==> src/rtl/mri_pkg.sv <==
package mri_pkg;

    typedef enum logic [3:0] {
        RK_NONE     = 4'd0,
        RK_FETCH    = 4'd1,
        RK_LFETCH   = 4'd2,
        RK_STORE    = 4'd3,
        RK_PREFETCH = 4'd4,
        RK_DUMMY    = 4'd5,
        RK_FLUSH    = 4'd6,
        RK_MAPWR    = 4'd7,
        RK_IORD     = 4'd8,
        RK_IOWR     = 4'd9
    } ref_kind_e;

    typedef enum logic {
        TT_IDLE,
        TT_FILL
    } task_state_e;

    typedef enum logic [1:0] {
        AW_IDLE,
        AW_MISS1,
        AW_TAIL
    } win_state_e;

    typedef enum logic {
        MP_QUIET,
        MP_BLOCK
    } port_state_e;

    // fetch, long fetch or store: the kinds tracked for misses and read-port use
    function automatic logic kind_is_rw(input logic [3:0] k);
        return (k == RK_FETCH) || (k == RK_LFETCH) || (k == RK_STORE);
    endfunction

    // kinds that go straight to storage and occupy the address section one cycle
    function automatic logic kind_is_short(input logic [3:0] k);
        return (k == RK_FLUSH) || (k == RK_MAPWR) || (k == RK_IORD) || (k == RK_IOWR);
    endfunction

    function automatic logic kind_uses_dbuf(input logic [3:0] k);
        return (k == RK_STORE) || (k == RK_LFETCH);
    endfunction

    function automatic logic kind_is_ref(input logic [3:0] k);
        logic r;
        unique case (k)
            RK_FETCH, RK_LFETCH, RK_STORE, RK_PREFETCH,
            RK_DUMMY, RK_FLUSH, RK_MAPWR, RK_IORD, RK_IOWR: r = 1'b1;
            default:                                          r = 1'b0;
        endcase
        return r;
    endfunction

endpackage

==> src/rtl/mri_task_tracker.sv <==
module mri_task_tracker
    import mri_pkg::*;
#(
    parameter int BLOCK_WORDS = 16,
    localparam int CNT_W = (BLOCK_WORDS > 1) ? $clog2(BLOCK_WORDS) : 1
) (
    input  logic clk,
    input  logic rst_n,
    input  logic start,
    input  logic fill,
    output logic pending
);

    localparam logic [CNT_W-1:0] LAST = CNT_W'(BLOCK_WORDS - 1);

    task_state_e      state_q, state_d;
    logic [CNT_W-1:0] cnt_q, cnt_d;

    always_ff @(posedge clk) begin
        if (!rst_n) begin
            state_q <= TT_IDLE;
            cnt_q   <= '0;
        end else begin
            state_q <= state_d;
            cnt_q   <= cnt_d;
        end
    end

    always_comb begin
        state_d = state_q;
        cnt_d   = cnt_q;
        unique case (state_q)
            TT_IDLE: begin
                if (start) begin
                    state_d = TT_FILL;
                    cnt_d   = '0;
                end
            end
            TT_FILL: begin
                if (start) begin
                    cnt_d = '0;
                end else if (fill) begin
                    if (cnt_q == LAST) begin
                        state_d = TT_IDLE;
                        cnt_d   = '0;
                    end else begin
                        cnt_d = cnt_q + 1'b1;
                    end
                end
            end
            default: begin
                state_d = TT_IDLE;
                cnt_d   = '0;
            end
        endcase
    end

    always_comb begin
        pending = (state_q == TT_FILL);
    end

endmodule

==> src/rtl/mri_addr_window.sv <==
module mri_addr_window
    import mri_pkg::*;
(
    input  logic clk,
    input  logic rst_n,
    input  logic open_long,
    input  logic open_short,
    output logic win_busy
);

    win_state_e state_q, state_d;

    always_ff @(posedge clk) begin
        if (!rst_n) state_q <= AW_IDLE;
        else        state_q <= state_d;
    end

    always_comb begin
        state_d = state_q;
        unique case (state_q)
            AW_IDLE: begin
                if (open_long)       state_d = AW_MISS1;
                else if (open_short) state_d = AW_TAIL;
            end
            AW_MISS1: state_d = AW_TAIL;
            AW_TAIL:  state_d = AW_IDLE;
            default:  state_d = AW_IDLE;
        endcase
    end

    always_comb begin
        win_busy = (state_q != AW_IDLE);
    end

endmodule

==> src/rtl/mri_md_port.sv <==
module mri_md_port
    import mri_pkg::*;
(
    input  logic clk,
    input  logic rst_n,
    input  logic occupy,
    output logic imm_blocked
);

    port_state_e state_q, state_d;

    always_ff @(posedge clk) begin
        if (!rst_n) state_q <= MP_QUIET;
        else        state_q <= state_d;
    end

    always_comb begin
        unique case (state_q)
            MP_QUIET: state_d = occupy ? MP_BLOCK : MP_QUIET;
            MP_BLOCK: state_d = occupy ? MP_BLOCK : MP_QUIET;
            default:  state_d = MP_QUIET;
        endcase
    end

    always_comb begin
        imm_blocked = (state_q == MP_BLOCK);
    end

endmodule

==> src/rtl/mri_hold_interlock.sv <==
module mri_hold_interlock
    import mri_pkg::*;
#(
    parameter int NUM_TASKS   = 16,
    parameter int BLOCK_WORDS = 16,
    localparam int TASK_W = (NUM_TASKS > 1) ? $clog2(NUM_TASKS) : 1
) (
    input  logic              clk,
    input  logic              rst_n,
    input  logic [3:0]        ref_kind,
    input  logic [TASK_W-1:0] cur_task,
    input  logic              md_rd,
    input  logic              md_imm,
    input  logic              ref_miss,
    input  logic              dbuf_busy,
    input  logic              dest_busy,
    input  logic              fill_valid,
    input  logic [TASK_W-1:0] fill_task,
    output logic              hold,
    output logic              addr_busy
);

    logic [NUM_TASKS-1:0] pend;
    logic                 win_busy;
    logic                 imm_blocked;
    logic                 accepted;
    logic                 own_pend;
    logic                 miss_hold, dbuf_hold, imm_hold, busy_hold;
    logic                 is_ref, is_rw;

    always_comb begin
        is_ref   = kind_is_ref(ref_kind);
        is_rw    = kind_is_rw(ref_kind);
        own_pend = pend[cur_task];
    end

    generate
        for (genvar g = 0; g < NUM_TASKS; g++) begin : g_task
            logic st, fl;
            always_comb begin
                st = accepted && is_rw && ref_miss && (cur_task == TASK_W'(g));
                fl = fill_valid && (fill_task == TASK_W'(g));
            end
            mri_task_tracker #(.BLOCK_WORDS(BLOCK_WORDS)) trk_i (
                .clk     (clk),
                .rst_n   (rst_n),
                .start   (st),
                .fill    (fl),
                .pending (pend[g])
            );
        end
    endgenerate

    logic open_long, open_short, port_occupy;

    always_comb begin
        open_long   = accepted && ref_miss && (is_rw || (ref_kind == RK_PREFETCH));
        open_short  = accepted && kind_is_short(ref_kind);
        port_occupy = accepted && (is_rw || (md_rd && !md_imm));
    end

    mri_addr_window win_i (
        .clk        (clk),
        .rst_n      (rst_n),
        .open_long  (open_long),
        .open_short (open_short),
        .win_busy   (win_busy)
    );

    mri_md_port port_i (
        .clk         (clk),
        .rst_n       (rst_n),
        .occupy      (port_occupy),
        .imm_blocked (imm_blocked)
    );

    always_comb begin
        addr_busy = win_busy || dest_busy;
        miss_hold = own_pend && (is_rw || md_rd);
        dbuf_hold = dbuf_busy && kind_uses_dbuf(ref_kind);
        imm_hold  = md_rd && md_imm && imm_blocked;
        busy_hold = addr_busy && (is_ref || md_rd);
        hold      = miss_hold || dbuf_hold || imm_hold || busy_hold;
        accepted  = !hold;
    end

endmodule

==> config.mk <==
export PLATFORM = sky130hd
export DESIGN_NAME = mri_hold_interlock
export DESIGN_NICKNAME = d
export VERILOG_FILES = /design/src/rtl/mri_pkg.sv /design/src/rtl/mri_task_tracker.sv /design/src/rtl/mri_addr_window.sv /design/src/rtl/mri_md_port.sv /design/src/rtl/mri_hold_interlock.sv
export SDC_FILE = /design/constraint.sdc
export NUM_CORES = 1
export LEC_CHECK = 0
export ABC_AREA = 0
export BUFFER_PORTS_ARGS = -buffer_cell sky130_fd_sc_hd__buf_4
export CAP_MARGIN = 30
export CORE_MARGIN = 2
export CORE_UTILIZATION = 40
export DETAILED_ROUTE_END_ITERATION = 7
export REMOVE_ABC_BUFFERS = 1
export SLEW_MARGIN = 20
export SYNTH_ARGS = -nofsm -noshare
export SYNTH_HDL_FRONTEND = slang
export SYNTH_HIERARCHICAL = 1
export SYNTH_SLANG_ARGS = --single-unit
==> constraint.sdc <==
create_clock -name clk -period 3.5 [get_ports clk]
set_input_delay 0.7 -clock clk [delete_from_list [all_inputs] [get_ports clk]]
set_output_delay 0.7 -clock clk [all_outputs]
set_load 0.02 [all_outputs]
==> results of run 1 <==
==> tightest hold or removal path, stage by stage (launching register included) <==
cell and delay (ns):
sky130_fd_sc_hd__dfxtp_1 0.33, sky130_fd_sc_hd__nand2_1 0.05, sky130_fd_sc_hd__a21oi_1 0.05
==> cells in the final DEF (no fill, tap or decap), types with 9 or more instances in the layout <==
master,count
sky130_fd_sc_hd__a21oi_1,35
sky130_fd_sc_hd__a31oi_1,16
sky130_fd_sc_hd__buf_4,21
sky130_fd_sc_hd__clkbuf_8,9
sky130_fd_sc_hd__dfxtp_1,83
sky130_fd_sc_hd__ha_1,16
sky130_fd_sc_hd__nand2_1,52
sky130_fd_sc_hd__nand2_2,16
sky130_fd_sc_hd__nand2b_1,20
sky130_fd_sc_hd__nand3_1,82
sky130_fd_sc_hd__nor2_1,47
sky130_fd_sc_hd__nor3b_1,17
sky130_fd_sc_hd__o21ai_0,18
sky130_fd_sc_hd__or3_1,17
sky130_fd_sc_hd__or3b_1,16
sky130_fd_sc_hd__xor2_1,17
==> worst max-delay path by stage <==
stage / from / to / slack, ns / cells past startpoint
floorplan: ref_kind[0] / hold / 0.88 / 4
global placement: cur_task[1] / hold / 0.61 / 6
detailed placement: cur_task[1] / hold / 0.59 / 6
CTS: win_i/state_q[1] / hold / 0.55 / 6
global route: ref_kind[3] / hold / 0.46 / 6
finish: win_i/state_q[1] / hold / 0.59 / 6
==> through the flow <==
step / power (mW) / setup WS (ns) / utilization, %
after floorplan: 1.08 / 0.880 / -
after global placement: 1.14 / 0.610 / 44.3
after detailed placement: 1.14 / 0.589 / 44.3
after CTS: 1.81 / 0.551 / 46.0
after global routing: 1.86 / 0.465 / 46.0
final: 1.77 / 0.588 / 46.0
==> final cells by class <==
class / count / area, µm²
clock buffer: 10 / 128
clock inverter: 5 / 55.1
fill: 1036 / 5620
inverter: 2 / 7.51
multi-input combinational: 424 / 2610
sequential: 83 / 1660
tap: 136 / 170
timing repair buffer: 21 / 158
==> registers in the layout (all words and copies together), names as in the netlist <==
name	flops
g_task.trk_i/pending	16
g_task.trk_i/cnt_q	64
win_i/state_q	2
port_i/imm_blocked	1
==> kinds of logic after synthesis <==
family	after synthesis	synth area share, %
XOR/XNOR	17	3.45
adder cells (fa/ha/maj)	16	4.64
AND/OR/NAND/NOR	309	39.7
buffers and inverters	7	0.870
multiplexers	7	2.52
flip-flops	83	38.5
AO/OA/AOI/OAI	75	10.3
==> cell usage after synthesis, types with 8 or more instances <==
master	instances
sky130_fd_sc_hd__nor4_1	8
sky130_fd_sc_hd__nor2_1	47
sky130_fd_sc_hd__a31oi_1	16
sky130_fd_sc_hd__nand3_1	82
sky130_fd_sc_hd__o21ai_0	18
sky130_fd_sc_hd__nor3_1	8
sky130_fd_sc_hd__dfxtp_1	83
sky130_fd_sc_hd__nand2_1	52
sky130_fd_sc_hd__or3_1	17
sky130_fd_sc_hd__or3b_1	16
sky130_fd_sc_hd__a21oi_1	35
sky130_fd_sc_hd__ha_1	16
sky130_fd_sc_hd__xor2_1	17
sky130_fd_sc_hd__nor3b_1	17
sky130_fd_sc_hd__nand2_2	16
sky130_fd_sc_hd__nand2b_1	20
==> metal layers <==
metal	share of wire, %	wire length (µm)	vias up	GRT usage [%]
met4	1.4	127	0	5.22
met3	4.1	378	11	4.36
met2	46	4250	50	29.1
met5	0	0	-	0
li1	-	-	1923	-
met1	48	4410	1773	22.0
==> where the power goes <==
part | switching, mW | total [mW] | leakage, nW | internal [mW]
clock network | 0.333 | 0.656 | 0.0881 | 0.323
registers | 0.0177 | 0.981 | 0.671 | 0.963
logic | 0.0823 | 0.137 | 0.903 | 0.0545
==> parameters.txt, run 1 <==
Parameter                              Value

Setup path
  Worst path slowest cell    sky130_fd_sc_hd__or3_1
  Critical path peak fanout    4
  Ordered cell list for the critical path    or2_2 > a211o_1 > a32oi_2 > nand2_1 > or3_1 > buf_4
  Startpoint of the lowest-slack register-to-register path    win_i/state_q[1]
  Capturing element type of the critical path    primary output
  FF-to-FF path depth    7
  Endpoint of the lowest-slack register-to-register path    g_task[14].trk_i/cnt_q[1]
  Delay of the slowest cell on the worst path    slightly below 0.4 ns
  Crit start category    register
  Critical path class    reg2out
  WP data required    2.80 ns
  Data arrival time of the critical path    2.21 ns
  Worst path buffer plus inverter count    1
  Minimum setup slack among reg-to-reg paths    between 1 and 1.5 ns
  Family with the most delay on the worst path    simple AND/OR/NAND/NOR gates

CTS
  Source-to-sink clock delay at the later pin of the worst-skew pair    between 0.3 and 0.4 ns
  TritonCTS Sinks    between 80 and 90
  CTS Hold Bufs    0
  Worst-case clock buffer depth    2
  Clock tree from TritonCTS    yes
  Clock slew seen by the registers of the worst setup and hold paths    0.07 ns
  Count of H-tree levels built during CTS    3
  CTS Root Buffer Type    sky130_fd_sc_hd__clkbuf_8
  CTS-repair resized insts    0
  Cts bufs inserted    9
  Buffer count from post-CTS setup fixing    0

Synthesis
  Prevailing post-synth register cell    sky130_fd_sc_hd__dfxtp_1
  Post-synthesis instance total    514
  Synthesized cell area    4310 µm²
  Fraction of synthesis flops using an asynchronous set or reset pin    0%
  Count of cell types in the netlist    44
  Count of flip-flops with a built-in enable after synthesis    0
  Portion of the post-synthesis area used by sequential elements    between 30% and 40%
  Area share of the largest cell type after synthesis    38.5%
  Warning count from the yosys run    6
  Largest area contributor in the synthesized netlist    sky130_fd_sc_hd__dfxtp_1
  Synth top area cells    sky130_fd_sc_hd__dfxtp_1, sky130_fd_sc_hd__nand3_1, sky130_fd_sc_hd__ha_1
  Post-synthesis sequential element count    83
  Syn Area/Cell    8.39 µm²

STA
  Tightest slew margin relative to the limit    56.6%
  Setup Skew    0.0105 ns
  Final-layout setup total negative slack    0 ns
  Post-layout minimum cycle time    2.91 ns
  Final count of negative-setup-slack endpoints    0
  Tightest hold margin    roughly 0.48 ns
  Final Cycle Share    ~83%
  Hold Violations, Final    0
  Max Freq    343 MHz
  Slew at the pin closest to its max-slew limit    0.645 ns
  Final Slew Violations    0
  Setup repair after global routing missed its margin    false

Global route
  Number of antenna violations at the first check in global routing    0
  Total Routing Usage GR    17.4%
  First-pass GRT wire length    16.2 mm
  Via count of the first global-routing pass    between 3000 and 4000
  Remaining Overflow, GRT    0
  Largest net degree at the start of global routing    36

Layout
  Non-filler cells in the finished layout    about 700
  Share of cells above drive strength 1    13.2%
  Syn-to-layout area delta    11.1%
  Final std cell area, no fill    about 4800 µm²
  Nets@finish    around 580
  Antenna fix cells    0

Floorplanning
  Die width    108 µm
  Number of primary I/O pins    22
  Core area    about 10000 µm²
  DIE HEIGHT    around 110 µm
  Initial core utilization    about two fifths
  Die Area    roughly 12000 µm²
  Row count    37

Hold path
  Hold-critical path depth    2
  HP Class    reg2reg
  Hold Startpoint    g_task[13].trk_i/cnt_q[1]
  End point of the worst hold path    g_task[13].trk_i/cnt_q[1]

Detailed routing
  Post-detailed-route wirelength per cell    13.4 µm
  Detail Route Antenna Nets    0
  Number of vias per cell    between 5 and 6
  Final routed DRC violation total    0
  Drt initial violations    207
  Total Routed Length    9.16 mm
  First-pass DRT Iterations    5
  Overall via count from detail_route    between 3000 and 4000

Flow run
  Max capacitance violation total    0

Outcome
  Run status    finished clean

Pwr
  Max rail drop VDD    0.000366 V
  Pwr dens    370 nW/µm²
  Leakage power figure    1.66 nW

Place
  Buffers added on ports    21
  Dpl cells    666
  Routability congestion estimate    0.829
  Final HPWL DP    6.88 mm
  Standard cell area after detailed placement    around 4600 µm²
No activity file was read; power rests on OpenSTA's default activity.
==> run 2, diff against run 1 <==
--- a/config.mk
+++ b/config.mk
@@ -5,7 +5,7 @@
 export SDC_FILE = /design/constraint.sdc
 export NUM_CORES = 1
 export LEC_CHECK = 0
-export ABC_AREA = 0
+export ABC_AREA = 1
 export BUFFER_PORTS_ARGS = -buffer_cell sky130_fd_sc_hd__buf_4
 export CAP_MARGIN = 30
 export CORE_MARGIN = 2
==> constraint.sdc (replaced) <==
create_clock -name clk -period 2.78 [get_ports clk]
set_input_delay 0.556 -clock clk [delete_from_list [all_inputs] [get_ports clk]]
set_output_delay 0.556 -clock clk [all_outputs]
set_load 0.02 [all_outputs]
==> run 2 against run 1 <==
Die area increased by 13%; first-iteration DRC count decreased by 8.2%; count of clock-buffer cells in the layout increased by 2; combinational power rose by 11%; sequential power grew 21%; final cell count grew 41%; critical endpoint unchanged; largest cell class unchanged.
==> parameters.txt, run 2 <==
Parameter                              Value

CTS
  Clock tree from TritonCTS    yes
  Clock slew seen by the registers of the worst setup and hold paths    0.06 ns
  Source-to-sink clock delay at the later pin of the worst-skew pair    roughly 0.34 ns
  Buffer count from post-CTS setup fixing    0
  TritonCTS Sinks    83
  CTS Root Buffer Type    sky130_fd_sc_hd__clkbuf_16
  Cts bufs inserted    9
  CTS-repair resized insts    0
  Worst-case clock buffer depth    2
  CTS Hold Bufs    0
  Count of H-tree levels built during CTS    3

Layout
  Commonest non-fill, non-tap cells in the layout    sky130_fd_sc_hd__nand2_1, sky130_fd_sc_hd__nor2_1, sky130_fd_sc_hd__inv_1
  Max FFs per register    64
  Syn-to-layout area delta    12.9%
  Share of cells above drive strength 1    10.5%
  Nets@finish    843
  Antenna fix cells    0
  Most common cell after layout, fill and taps aside    sky130_fd_sc_hd__nand2_1
  Biggest register    g_task.trk_i/cnt_q

Synthesis
  Largest area contributor in the synthesized netlist    sky130_fd_sc_hd__dfxtp_1
  Synth top area cells    sky130_fd_sc_hd__dfxtp_1, sky130_fd_sc_hd__nand2_1, sky130_fd_sc_hd__nor2_1
  Most used standard cell by instance count after synthesis    sky130_fd_sc_hd__nand2_1
  Synthesized cell area    4910 µm²
  Count of cell types in the netlist    23
  Count of flip-flops with a built-in enable after synthesis    0
  Area share of the largest cell type after synthesis    between 30% and 40%
  Post-synthesis instance total    around 800
  Prevailing post-synth register cell    sky130_fd_sc_hd__dfxtp_1
  Syn Area/Cell    6.31 µm²
  Leading cell types by count after synthesis    sky130_fd_sc_hd__nand2_1, sky130_fd_sc_hd__nor2_1, sky130_fd_sc_hd__inv_1
  Portion of the post-synthesis area used by sequential elements    33.9%
  Post-synthesis sequential element count    a little over 80
  Warning count from the yosys run    6
  Fraction of synthesis flops using an asynchronous set or reset pin    0%

Floorplanning
  Core area    12000 µm²
  Die Area    13200 µm²
  Die width    115 µm
  Number of primary I/O pins    22
  DIE HEIGHT    115 µm
  Initial core utilization    around two fifths
  Row count    40

Setup path
  Critical path class    reg2out
  WP data required    2.22 ns
  Critical path peak fanout    3
  Delay of the slowest cell on the worst path    ~0.32 ns
  Worst path slowest cell    sky130_fd_sc_hd__dfxtp_1
  Worst path buffer plus inverter count    1
  Startpoint of the lowest-slack register-to-register path    win_i/state_q[1]
  Crit start category    register
  Capturing element type of the critical path    primary output
  Family with the most delay on the worst path    simple AND/OR/NAND/NOR gates
  Data arrival time of the critical path    1.71 ns
  Startpoint of the most critical setup path    win_i/state_q[1]
  Ordered cell list for the critical path    or2_1 > nor2_1 > nand2_1 > nand2_1 > nand2_1 > a21oi_4 > nand2_1 > buf_4
  Most repeated library cell on the critical path    sky130_fd_sc_hd__nand2_1

Global route
  Total Routing Usage GR    18.0%
  Largest net degree at the start of global routing    35
  Remaining Overflow, GRT    0
  Via count of the first global-routing pass    4379
  First-pass GRT wire length    19.2 mm
  Number of antenna violations at the first check in global routing    0

STA
  Tightest slew margin relative to the limit    69.2%
  Final count of negative-setup-slack endpoints    0
  Setup Skew    0.00728 ns
  Max Freq    441 MHz
  Slew at the pin closest to its max-slew limit    0.460 ns
  Post-layout minimum cycle time    2.27 ns
  Setup repair after global routing missed its margin    false
  Tightest hold margin    around 0.44 ns
  Hold Violations, Final    0
  Final-layout setup total negative slack    0 ns
  Final Cycle Share    approximately four fifths
  Final Slew Violations    0

Detailed routing
  Overall via count from detail_route    between 4000 and 5000
  Post-detailed-route wirelength per cell    between 10 and 15 µm
  Number of vias per cell    4.92
  Detail Route Antenna Nets    0
  Total Routed Length    10.9 mm
  First-pass DRT Iterations    5
  Final routed DRC violation total    0
  Drt initial violations    190

Flow run
  Max capacitance violation total    0

Place
  Buffers added on ports    21
  Routability congestion estimate    around 0.93
  Final HPWL DP    about 8.2 mm

Pwr
  Max rail drop VDD    ~0.00034 V
  Leakage power figure    approximately 2.1 nW
  Pwr dens    476 nW/µm²

Outcome
  Run status    finished clean

Hold path
  HP Class    reg2reg
  Hold Startpoint    win_i/state_q[1]
-- run 2: cell count changes in the layout (fill, tap and decap cells not counted), moves of 15 or more --
cell | before | now
sky130_fd_sc_hd__nor3b_1 | 17 | 0
sky130_fd_sc_hd__nand2_1 | 52 | 221
sky130_fd_sc_hd__nor2_1 | 47 | 136
sky130_fd_sc_hd__a21oi_2 | 0 | 32
sky130_fd_sc_hd__nand3_1 | 82 | 38
sky130_fd_sc_hd__or3b_1 | 16 | 0
sky130_fd_sc_hd__nand2_2 | 16 | 1
sky130_fd_sc_hd__inv_1 | 2 | 115
sky130_fd_sc_hd__or3_1 | 17 | 0
sky130_fd_sc_hd__nand4_1 | 0 | 32
sky130_fd_sc_hd__a31oi_1 | 16 | 0
sky130_fd_sc_hd__xor2_1 | 17 | 0
sky130_fd_sc_hd__nand2b_1 | 20 | 0
-- run 2: path summary, 6_finish.rpt --
path	endpoint	slack (ns)	cells past startpoint
worst max-delay path	hold	0.51	8
worst min-delay path	win_i/state_q[0]	0.44	1
worst max register to register	g_task[7].trk_i/cnt_q[0]	0.53	13
worst min register to register	win_i/state_q[0]	0.44	1
-- run 2: kinds of logic (layout without fill, tap and decap cells) --
logic type,count (synthesis),count (layout),synth area share (%)
compound gates,101,101,13.2
fa+ha+maj,16,16,4.08
buf+inv,119,153,9.49
flops,83,83,33.9
simple gates,459,459,39.4
-- run 2: worst reg2reg max path, stage by stage (launching register included) --
cell and delay [ns]:
sky130_fd_sc_hd__dfxtp_1 0.32, sky130_fd_sc_hd__or2_1 0.23, sky130_fd_sc_hd__nor2_1 0.15, sky130_fd_sc_hd__nand2_1 0.07, sky130_fd_sc_hd__nand2_1 0.06, sky130_fd_sc_hd__nand2_1 0.08, sky130_fd_sc_hd__a21oi_4 0.17, sky130_fd_sc_hd__nand4_4 0.32
sky130_fd_sc_hd__nor2_1 0.34, sky130_fd_sc_hd__inv_1 0.12, sky130_fd_sc_hd__nand3_1 0.09, sky130_fd_sc_hd__nor2_1 0.07, sky130_fd_sc_hd__nor2_1 0.08, sky130_fd_sc_hd__nor2_1 0.05
-- run 2: routing by layer --
layer	global-route usage, %	vias up	share of wire, %
li1	-	2531	-
met1	22.6	2094	48
met2	29.4	71	45
met3	3.64	24	3.5
met4	9.16	0	3.3
met5	0	-	0
-- run 2: through the flow --
step / worst slack, ns / instance area, µm² / util [%] / power, mW / instances
finish: 0.511 / 5540 / 46.1 / 2.63 / 959
global route: 0.244 / 5540 / 46.1 / 2.75 / 959
CTS: 0.485 / 5540 / 46.1 / 2.68 / 959
detailed placement: 0.199 / 5220 / 43.4 / 1.37 / 943
global placement: 0.219 / 5220 / 43.4 / 1.37 / 943
floorplan: 0.640 / 4880 / - / 1.31 / 775
-- run 2: area by class of cell --
type,count,area [µm²]
Tap cell,147,184
Fill cell,1242,6470
Clock buffer,12,246
Timing Repair Buffer,21,158
Sequential cell,83,1660
Multi-Input combinational cell,576,2780
Clock inverter,4,73.8
Inverter,116,435
-- run 2: power by group --
group,internal (mW),switching [mW],total [mW]
sequential,1.19,0.00251,1.19
combinational,0.0496,0.102,0.152
clock,0.812,0.475,1.29
==> run 3, diff against run 2 <==
--- a/config.mk
+++ b/config.mk
@@ -5,7 +5,7 @@
 export SDC_FILE = /design/constraint.sdc
 export NUM_CORES = 1
 export LEC_CHECK = 0
-export ABC_AREA = 1
+export ABC_AREA = 0
 export BUFFER_PORTS_ARGS = -buffer_cell sky130_fd_sc_hd__buf_4
 export CAP_MARGIN = 30
 export CORE_MARGIN = 2
==> constraint.sdc (replaced) <==
create_clock -name clk -period 1.8 [get_ports clk]
set_input_delay 0.36 -clock clk [delete_from_list [all_inputs] [get_ports clk]]
set_output_delay 0.36 -clock clk [all_outputs]
set_load 0.02 [all_outputs]
==> run 3 against run 2 <==
The run now ends with setup timing left; sequential share of layout area shrank 1.6 points; critical path depth shrank 3; power grew 38%; combinational power grew to 2.6 times the previous value; hold slack lost 0.019 ns; non-clock buffer count grew 89; utilization grew 10 points; setup slack lost 1.0 ns; clock skew grew 0.0031 ns; wire length shrank 3.9%; clock power is essentially flat; largest cell class unchanged.
==> parameters.txt, run 3 (synthesized netlist as in run 1, its figures left out) <==
Parameter                              Value

Detailed routing
  First-pass DRT Iterations    5
  Overall via count from detail_route    4089
  Total Routed Length    10.5 mm
  Detail Route Antenna Nets    0
  Final routed DRC violation total    0
  Post-detailed-route wirelength per cell    13.6 µm
  Number of vias per cell    5.32
  Drt initial violations    194

Setup path
  Crit start category    register
  Endpoint of the lowest-slack register-to-register path    g_task[6].trk_i/cnt_q[2]
  Worst path buffer plus inverter count    1
  Data arrival time of the critical path    1.98 ns
  Startpoint of the lowest-slack register-to-register path    win_i/state_q[1]
  Critical path peak fanout    2
  Delay of the slowest cell on the worst path    0.50 ns
  WP data required    1.44 ns
  FF-to-FF path depth    11
  Ordered cell list for the critical path    mux4_2 > mux2i_4 > nor3_2 > or3_1 > buf_6
  Family with the most delay on the worst path    multiplexers
  Minimum setup slack among reg-to-reg paths    -0.36 ns
  Worst path slowest cell    sky130_fd_sc_hd__mux4_2
  Capturing element type of the critical path    primary output
  Critical path class    reg2out

CTS
  CTS Root Buffer Type    sky130_fd_sc_hd__clkbuf_8
  Clock slew seen by the registers of the worst setup and hold paths    0.08 ns
  Cts bufs inserted    9
  TritonCTS Sinks    83
  Count of H-tree levels built during CTS    3
  Source-to-sink clock delay at the later pin of the worst-skew pair    0.36 ns
  Clock tree from TritonCTS    yes
  Worst-case clock buffer depth    2

Layout
  Biggest register    g_task.trk_i/cnt_q
  Syn-to-layout area delta    36.0%
  Share of cells above drive strength 1    between 30 and 40%
  Antenna fix cells    0
  Most common cell after layout, fill and taps aside    sky130_fd_sc_hd__buf_4
  Max FFs per register    64
  Nets@finish    666
  Commonest non-fill, non-tap cells in the layout    sky130_fd_sc_hd__buf_4, sky130_fd_sc_hd__nand3_1, sky130_fd_sc_hd__dfxtp_1
  Final std cell area, no fill    ~5900 µm²
  Layout Utilization    56.3%

Place
  Buffers added on ports    21
  Final HPWL DP    7.62 mm
  Standard cell area after detailed placement    approximately 5200 µm²
  Routability congestion estimate    0.830
  Worst slack, placed    -0.407 ns

Hold path
  End point of the worst hold path    g_task[0].trk_i/pending
  Hold Startpoint    cur_task[2]
  Hold-critical path depth    4
  HP Class    in2reg

Floorplanning
  Die Area    11600 µm²
  Core area    10400 µm²
  Number of primary I/O pins    22
  Row count    37
  Die width    around 110 µm
  DIE HEIGHT    108 µm
  Initial core utilization    41.4%

Outcome
  Run status    complete, but fails checks
  Violated checks    setup timing

Global route
  Via count of the first global-routing pass    3992
  Number of antenna violations at the first check in global routing    0
  Remaining Overflow, GRT    0
  Total Routing Usage GR    19.0%
  First-pass GRT wire length    17.6 mm
  Largest net degree at the start of global routing    36

Pwr
  Pwr dens    619 nW/µm²
  Total design power    3.63 mW
  Max rail drop VDD    0.000338 V
  Leakage power figure    2.20 nW

STA
  Hold Violations, Final    0
  Tightest slew margin relative to the limit    55.6%
  Setup repair after global routing missed its margin    true
  Final Slew Violations    0
  Final Cycle Share    130%
  Post-route setup slack    -0.537 ns
  Post-layout minimum cycle time    ~2.3 ns
  Slew at the pin closest to its max-slew limit    0.666 ns
  Max Freq    428 MHz
  Setup Skew    0.0104 ns
  Final count of negative-setup-slack endpoints    84

Flow run
  Max capacitance violation total    0
==> run 3: cell types whose count changed in the layout (fill, tap and decap cells not counted), sizes merged, moves of 20 or more <==
cell,previous run,this run
nand2,222,68
nand3,38,82
nor2,147,47
nand4,33,2
buf,21,110
a21oi,66,35
nand2b,0,20
inv,116,2
==> run 3: through the flow <==
step | hold WS, ns | setup TNS (ns) | std cells
after detailed placement | 0.469 | -27.21 | 748
after global placement | 0.463 | -24.88 | 748
after floorplan | 0.453 | -6.34 | 509
after global routing | 0.451 | -29.21 | 769
final | 0.422 | -20.96 | 769
after CTS | 0.411 | -22.36 | 768
==> run 3: tightest hold or removal path: cells and delay by family <==
family,cells,cell delay [ns]
buffers and inverters,1,0.16
AND/OR/NAND/NOR,2,0.12
AO/OA/AOI/OAI,1,0.11
==> run 3: area by class of cell <==
type | count | area (µm²)
clock inverters | 3 | 40.0
fillers | 947 | 4550
multi-input cells | 424 | 2980
inverters | 2 | 7.51
flip-flops and latches | 83 | 1670
repair buffers | 110 | 857
clock buffers | 11 | 141
well taps | 136 | 170
==> run 3: worst max path at each step <==
stage | start | end | slack, ns | cells past startpoint
3_3_place_gp | win_i/state_q[1] | g_task[7].trk_i/cnt_q[2] | -0.41 | 9
6_report | g_task[10].trk_i/pending | hold | -0.54 | 5
5_1_grt | g_task[10].trk_i/pending | hold | -0.58 | 5
3_5_place_dp | win_i/state_q[1] | g_task[7].trk_i/cnt_q[3] | -0.41 | 9
2_1_floorplan | win_i/state_q[1] | hold | -0.24 | 5
4_1_cts | g_task[10].trk_i/pending | hold | -0.55 | 5
==> run 3: report_power, final <==
part / internal [mW] / switching [mW]
Clock: 0.660 / 0.663
Sequential: 1.87 / 0.0342
Combinational: 0.180 / 0.218
Total: 2.71 / 0.915
==> run 3: per-layer routing <==
metal  part of all wire (%)  routed length (µm)  GRT usage [%]  up-vias
li1                       -                   -              -     2105
met1                     46                4840           24.1     1917
met2                     47                4950           31.7       53
met3                    4.0                 421           3.03       14
met4                    2.3                 245           8.15        0
met5                      0                   0              0        -
==> run 3: repair_timing <==
item	4_1_cts	5_1_grt
gates resized for setup	69	12
pin swaps	23	11
setup buffers	7	2
hold buffers	0	0
setup endpoints to repair	85	84
